### config.mk
export PLATFORM = sky130hd
export DESIGN_NAME = relay_leg_ctrl
export DESIGN_NICKNAME = d
export VERILOG_FILES = /design/src/rtl/relay_leg_ctrl.sv
export SDC_FILE = /design/constraint.sdc
export NUM_CORES = 1
export LEC_CHECK = 0
export ABC_AREA = 0
export BUFFER_PORTS_ARGS = -buffer_cell sky130_fd_sc_hd__buf_2
export CORE_ASPECT_RATIO = 1.1
export CORE_UTILIZATION = 50
export DETAILED_ROUTE_END_ITERATION = 12
export GPL_TIMING_DRIVEN = 0
export PLACE_DENSITY = 0.83
export RECOVER_POWER = 50
export SLEW_MARGIN = 5
export SYNTH_ARGS = -nofsm -noshare
export SYNTH_HDL_FRONTEND = slang
export SYNTH_SLANG_ARGS = --single-unit
### constraint.sdc
create_clock -name clk -period 3.3 [get_ports clk]
set_input_delay 0.33 -clock clk [delete_from_list [all_inputs] [get_ports clk]]
set_output_delay 0.33 -clock clk [all_outputs]
set_load 0.02 [all_outputs]
### src/rtl/relay_leg_ctrl.sv
module relay_leg_ctrl #(
  parameter int BITS   = 16,
  parameter int COST_W = 8,
  parameter int ITER_W = 6,
  parameter int LEG_W  = 3,
  parameter int SOL_W  = 3
) (
  input  logic              clk,
  input  logic              rst_n,
  input  logic              start,
  input  logic [ITER_W-1:0] max_iter,
  input  logic [LEG_W-1:0]  max_legs,
  input  logic [SOL_W-1:0]  target_sols,
  input  logic              sat,
  input  logic [BITS-1:0]   hard_dec,
  input  logic [COST_W-1:0] cand_cost,
  output logic              core_phase,
  output logic              leg_start,
  output logic              mem_clear,
  output logic [LEG_W-1:0]  leg_idx,
  output logic [ITER_W-1:0] iter_idx,
  output logic              busy,
  output logic              done,
  output logic              success,
  output logic [BITS-1:0]   correction,
  output logic [COST_W-1:0] best_cost,
  output logic [SOL_W-1:0]  sol_count
);

  localparam logic [ITER_W:0]   ITER_ONE = (ITER_W+1)'(1);
  localparam logic [LEG_W:0]    LEG_ONE  = (LEG_W+1)'(1);
  localparam logic [SOL_W:0]    SOL_ONE  = (SOL_W+1)'(1);
  localparam logic [COST_W-1:0] COST_MAX = '1;

  logic              busy_q, done_q, ok_q, phase_q, have_q, ls_q, mc_q;
  logic [ITER_W-1:0] iter_q;
  logic [LEG_W-1:0]  leg_q;
  logic [SOL_W-1:0]  sols_q;
  logic [COST_W-1:0] best_q;
  logic [BITS-1:0]   corr_q;

  logic [ITER_W:0] iter_lim, iter_nx;
  logic [LEG_W:0]  leg_lim, leg_nx;
  logic [SOL_W:0]  sol_lim, sols_nx;
  logic            iter_end, found, take, iter_last, leg_over, last_leg, target_hit, finish;

  assign iter_lim = (max_iter == '0)    ? ITER_ONE : {1'b0, max_iter};
  assign leg_lim  = (max_legs == '0)    ? LEG_ONE  : {1'b0, max_legs};
  assign sol_lim  = (target_sols == '0) ? SOL_ONE  : {1'b0, target_sols};

  assign iter_nx  = {1'b0, iter_q} + ITER_ONE;
  assign leg_nx   = {1'b0, leg_q} + LEG_ONE;
  assign sols_nx  = {1'b0, sols_q} + SOL_ONE;

  assign iter_end   = busy_q && phase_q;
  assign found      = iter_end && sat;
  assign take       = found && (!have_q || (cand_cost < best_q));
  assign iter_last  = iter_nx >= iter_lim;
  assign leg_over   = iter_end && (found || iter_last);
  assign last_leg   = leg_nx >= leg_lim;
  assign target_hit = found && (sols_nx >= sol_lim);
  assign finish     = target_hit || (leg_over && last_leg);

  always_ff @(posedge clk or negedge rst_n) begin
    if (!rst_n) begin
      busy_q  <= 1'b0;
      done_q  <= 1'b0;
      ok_q    <= 1'b0;
      phase_q <= 1'b0;
      have_q  <= 1'b0;
      ls_q    <= 1'b0;
      mc_q    <= 1'b0;
      iter_q  <= '0;
      leg_q   <= '0;
      sols_q  <= '0;
      best_q  <= COST_MAX;
      corr_q  <= '0;
    end else if (start) begin
      busy_q  <= 1'b1;
      done_q  <= 1'b0;
      ok_q    <= 1'b0;
      phase_q <= 1'b0;
      have_q  <= 1'b0;
      ls_q    <= 1'b1;
      mc_q    <= 1'b1;
      iter_q  <= '0;
      leg_q   <= '0;
      sols_q  <= '0;
      best_q  <= COST_MAX;
    end else begin
      ls_q <= 1'b0;
      mc_q <= 1'b0;
      if (busy_q) begin
        phase_q <= ~phase_q;
        if (iter_end) begin
          if (take) begin
            best_q <= cand_cost;
            corr_q <= hard_dec;
            have_q <= 1'b1;
          end
          if (found)
            sols_q <= sols_nx[SOL_W-1:0];
          if (finish) begin
            busy_q <= 1'b0;
            done_q <= 1'b1;
            ok_q   <= have_q || found;
            if (!(have_q || found))
              corr_q <= hard_dec;
          end else if (leg_over) begin
            leg_q  <= leg_nx[LEG_W-1:0];
            iter_q <= '0;
            ls_q   <= 1'b1;
          end else begin
            iter_q <= iter_nx[ITER_W-1:0];
          end
        end
      end
    end
  end

  assign core_phase = phase_q;
  assign leg_start  = ls_q;
  assign mem_clear  = mc_q;
  assign leg_idx    = leg_q;
  assign iter_idx   = iter_q;
  assign busy       = busy_q;
  assign done       = done_q;
  assign success    = ok_q;
  assign correction = corr_q;
  assign best_cost  = best_q;
  assign sol_count  = sols_q;

endmodule

### Yosys cells after proc, flatten, opt, wreduce, memory -nomap -nowiden

Index checks and enable logic that the tools add are counted.

* register bits after elaboration: 43
* bits of input ports: 40
* output and inout bits: 42
* word-level logic and storage cells: 96

* $add $sub $neg: 3
* magnitude comparators: 4
* eq/ne operators: 1
* multiplexer cells: 48
* bitwise gates (word level): 2
* reduce and logical (&&, ||, !) cells: 26

Operators by type and width (number)
* $mux W16: 3
* $mux W6: 6
* $mux W3: 11
* $mux W8: 4
* $mux W1: 24
* $reduce_and A3 Y1: 5
* $reduce_bool A2 Y1: 6
* $add A3 B1 Y4 const B: 2
* $ge A4 B3 Y1: 2
* $lt A8 B8 Y1: 1
* $add A6 B1 Y7 const B: 1
* $ge A7 B6 Y1: 1
* $logic_and A1 B1 Y1: 6
* $logic_not A3 Y1: 2
* $logic_not A6 Y1: 1
* $logic_or A1 B1 Y1: 4
* $reduce_and A4 Y1: 1
* $ne A2 B2 Y1 const B: 1
* $not A1 Y1: 2
* $logic_not A1 Y1: 1

### Depth between registers and ports, before layout

* depth after elaboration: 11
* gate-level depth with buffers: 12

### Worst setup path before layout

No wires, ideal clock.

* path kind: flip-flop to flip-flop
* from: register iter_q[0] (netlist: iter_idx[0])
* to: register corr_q[10] (netlist: correction[10])
* setup time: 125 ps
* arrival time: 2800 ps
* required time: 3175 ps
* setup slack: 375 ps
* cell stages (with the launch flop): 13
* buffers on the path: 1
* period minus slack after synthesis: 2925 ps
* path through: dfrtp_1 ha_1 nand3_1 xor2_1 inv_1 ha_1 a21oi_1 nor2b_1 nor4_2 a211oi_1 o21ai_4 buf_6 mux2_4

* word-level cells in the longest chain between the ends: 7

Ends and longest elaborated chain
* start: declaration: line 36 `logic [ITER_W-1:0] iter_q;`
* start signal: assignment: line 114 `iter_q <= iter_nx[ITER_W-1:0];`
* $add A6 B1 Y7: line 51 `assign iter_nx = {1'b0, iter_q} + ITER_ONE;`
* $ge A7 B6 Y1: line 58 `assign iter_last = iter_nx >= iter_lim;`
* $logic_or A1 B1 Y1: line 59 `assign leg_over = iter_end && (found || iter_last);`
* $logic_and A1 B1 Y1: line 59
* $logic_and A1 B1 Y1: line 62 `assign finish = target_hit || (leg_over && last_leg);`
* $logic_or A1 B1 Y1: line 62
* $mux W16: line 103 `if (finish) begin`
* end signal: assignment: line 98 `corr_q <= hard_dec;`
* end signal: assignment: line 108 `corr_q <= hard_dec;`
* end: declaration: line 40 `logic [BITS-1:0] corr_q;`

Every way passes these cells.
A chain may end at the register's enable or synchronous reset.

### Worst setup path after layout

* from: register iter_q[0] (netlist: iter_idx[0])
* to: register corr_q[2] (netlist: correction[2])

Same word-level chain as after synthesis.

==> metrics.yaml <==
worst_setup_path:
  endpoint_kind: "flop"
  path_class: "reg2reg"
  ff2ff_setup_slack_ns: 0.29
  crit_family: "adder cells"
  worst-path-buf-inv: 2
  crit_arrival_ns: 3.19
  endpoint: "correction[2]"
  cp_data_required_time_ns: 3.48
  worst-path-stages: 12
  cp_max_fo: 10
  max_stage_delay_ns: 0.47
  rr_endpoint: "correction[2]"
  critPathLaunch: "iter_idx[0]"
  cpMaxStageDelayCell: "dfrtp_1"
  path_cells: "ha_1 > nand3_1 > xor2_1 > inv_1 > ha_1 > a21oi_1 > nor2b_1 > nor4_4 > a211oi_1 > o21ai_4 > buf_6 > mux2_4"
  crit-reg2reg-launch: "iter_idx[0]"
  ff2ff_path_depth: 12
  critical_path.most_common_cell: "ha_1"
  cp-start-kind: "flop"
routing:
  avgRoutedWirePerCell_um: 13.48
  drt_iter0_drc: 62
  wirelength_mm: 4.922
  dr.pass1.iters: 4
  vias: 1936
  antenna_left: 0
  drc: 0
  via_per_inst: 5.304
global_route:
  antenna_found_initial: 0
  grt_max_degree: 44
  grt_pass1_wl_mm: 8.045
  grt_pass1_vias: 1847
  gr-usage-all-layers_pct: 21.19
  grt-ovfl-total: 0
sta:
  tightest_slew_ns: 2.253
  setup_viol_count_final: 0
  setup_tns_ns: 0
  slew_violations: 44
  finalHoldViolCount: 0
  hold_ws_ns: 0.2263
  skew_ns: 0.005818
  rsz0062_at_grt: "false"
  fmax_mhz: 331.9
  slew_headroom_pct: -50.18
  period_needed_ns: 3.013
  fin_ws_ns: 0.2873
  min_period_over_period_pct: 91.30
yosys:
  synth_area_leaders: "dfrtp_1 (36%), ha_1 (11%), dfstp_2 (8.7%)"
  syn_nets: 281
  synth-edff-count: 0
  yosysTopAreaCellShare_pct: 36.05
  synth-seq-cells: 43
  yosysUniqueCellTypes: 38
  synth.avg_cell_area_um2: 11.10
  ys_dominant_reg_cell: "dfrtp_1"
  ys_seq_area_share_pct: 44.70
  synthCells: 219
  synth-async-reset-ratio_pct: 100.0
  synth_area_leader_cell: "dfrtp_1"
  ys.warnings.count: 0
  mappedNetlistArea_mm2: 0.002430
status:
  outcome: "complete, but fails checks"
  violations: "capacitance limit, slew limit"
floorplan:
  start_util_pct: 52.23
  die-area_mm2: 0.005143
  rows: 26
  die-height_um: 75.12
  ios: 82
  die_w_um: 68.47
  coreArea_mm2: 0.004652
final_layout:
  nFillCells: 400
  antennaDiodeCount: 0
  layout-drive-gt1-share_pct: 34.30
  syn_to_final_growth_pct: 22.97
  stdcell_count: 365
  final_nets: 370
clock_tree:
  clk_pin_slew_ns: 0.08
  clkLatencyLatePin_ns: 0.29
  cts_tree: "done"
  clock-sinks: 43
  cts_htree_levels: 2
  cts_buffer_depth: 2
  numCtsBuffers: 5
  clockRootBuffer: "clkbuf_8"
placement:
  dp.cells: 356
  gp_congestion: 0.7878
  place_ws_ns: 0.1202
  hpwl_mm: 3.805
  portBuffers: 81
power:
  p_per_area_mw_per_mm2: 556.7
  leakage_nw: 1.575
  ir_drop_uv: 400.7
  totalPowerFinal_mw: 1.663
hold_path:
  min_path_type: "in2reg"
flow_run:
  maxCapViolCount: 1
-- flip-flops by register name (all words and copies together), names as in the netlist --
name,flops
core_phase,1
mem_clear,1
success,1
leg_start,1
busy,1
sol_count,3
best_cost,8
iter_idx,6
correction,16
leg_idx,3
done,1
have_q,1
-- cells in the mapped netlist (2+ instances only) --
cell and count:
a211oi_1 3, a21o_1 3, a21oi_1 6, a31o_2 3, a31oi_1 2, a32o_1 2, clkbuf_1 3, dfrtp_1 35
dfstp_2 8, ha_1 22, inv_1 25, mux2_2 6, mux2_4 9, mux2i_1 3, nand2_1 14, nand3_1 7
nand4_1 2, nor2_1 15, nor2b_1 3, nor3_1 2, nor3b_1 2, o211ai_1 7, o21a_1 4, o21ai_0 6
o21bai_1 2, o2bb2ai_1 5, xnor2_1 3, xor2_1 7
-- worst min-delay path by stage --
stage                   start             end  slack (ns)  cells after the start
2_1_floorplan           rst_n            busy        0.03                      0
3_3_place_gp   correction[12]  correction[12]        0.48                      1
3_5_place_dp   correction[12]  correction[12]        0.47                      1
4_1_cts                 start       mem_clear        0.19                      1
5_1_grt                 start       mem_clear        0.22                      1
6_report                start       mem_clear        0.23                      1
-- worst reg2reg max path, cell delays in order (launching register included) --
cell and delay [ns]:
dfrtp_1 0.47, ha_1 0.30, nand3_1 0.11, xor2_1 0.20, inv_1 0.07, ha_1 0.32, a21oi_1 0.14, nor2b_1 0.08
nor4_4 0.31, a211oi_1 0.18, o21ai_4 0.20, buf_6 0.19, mux2_4 0.32
-- logic make-up (layout without fill, tap and decap cells) --
logic type | Yosys count | after routing | share of synthesized area [%]
muxes | 18 | 18 | 9.578
DFF | 43 | 43 | 44.70
AOI/OAI and AO/OA | 49 | 49 | 16.43
xor gates and xnor gates | 10 | 10 | 3.605
buffers and inverters | 29 | 119 | 4.789
and+or+nand+nor | 48 | 48 | 9.577
adders and majority gates | 22 | 22 | 11.33
-- per-layer routing --
metal,GRT usage [%],routed length [µm],vias to the layer above
li1,-,-,957
met1,26.19,2110,909
met2,35.95,2467,64
met3,5.758,283,6
met4,6.250,60,0
met5,0,0,-
-- final cells by class --
class	count	area, µm²	share of cell area (%)
timing repair buffer	82	390.4	13.07
clock inverter	3	15.01	0.5025
inverter	25	93.84	3.141
sequential	43	1086	36.35
tap	56	70.07	2.345
buffer	4	22.52	0.7538
multi-input combinational	147	1241	41.54
clock buffer	5	68.82	2.303
-- cells in the final DEF (no fill, tap or decap), types with 2 or more instances in the layout --
| cell | netlist | routed |
|---|---|---|
| mux2_4 | 9 | 9 |
| nor2b_1 | 3 | 3 |
| clkinv_2 | 0 | 3 |
| buf_2 | 0 | 63 |
| mux2_2 | 6 | 6 |
| o21bai_1 | 2 | 2 |
| o21ai_0 | 6 | 6 |
| dfstp_2 | 8 | 8 |
| a211oi_1 | 3 | 2 |
| nor2_1 | 15 | 15 |
| a21o_1 | 3 | 3 |
| nor3b_1 | 2 | 2 |
| a31oi_1 | 2 | 2 |
| o21a_1 | 4 | 4 |
| nand2_1 | 14 | 14 |
| a21oi_1 | 6 | 6 |
| a32o_1 | 2 | 2 |
| mux2i_1 | 3 | 3 |
| nand4_1 | 2 | 2 |
| xor2_1 | 7 | 7 |
| xnor2_1 | 3 | 3 |
| inv_1 | 25 | 25 |
| clkbuf_1 | 3 | 21 |
| clkbuf_8 | 0 | 5 |
| o211ai_1 | 7 | 7 |
| nand3_1 | 7 | 7 |
| o2bb2ai_1 | 5 | 5 |
| nor3_1 | 2 | 2 |
| ha_1 | 22 | 22 |
| a31o_2 | 3 | 3 |
| dfrtp_1 | 35 | 35 |
-- through the flow --
step	cell area, µm²	util [%]
2_1_floorplan	2430	-
3_3_place_gp	2905	62.45
3_5_place_dp	2905	62.45
4_1_cts	2989	64.26
5_1_grt	2988	64.23
6_report	2988	64.23
-- where the power goes --
part	total [mW]	switching, mW	internal, mW
Combinational	0.601	0.347	0.254
Clock	0.321	0.176	0.145
Sequential	0.742	0.0837	0.658
Total	1.66	0.607	1.06
-- what timing repair did --
item	4_1_cts	5_1_grt
hold buffers	0	0
setup buffers	0	1
gates resized for setup	0	2
setup endpoints to repair	0	9
(Power assumes the default switching activity.)
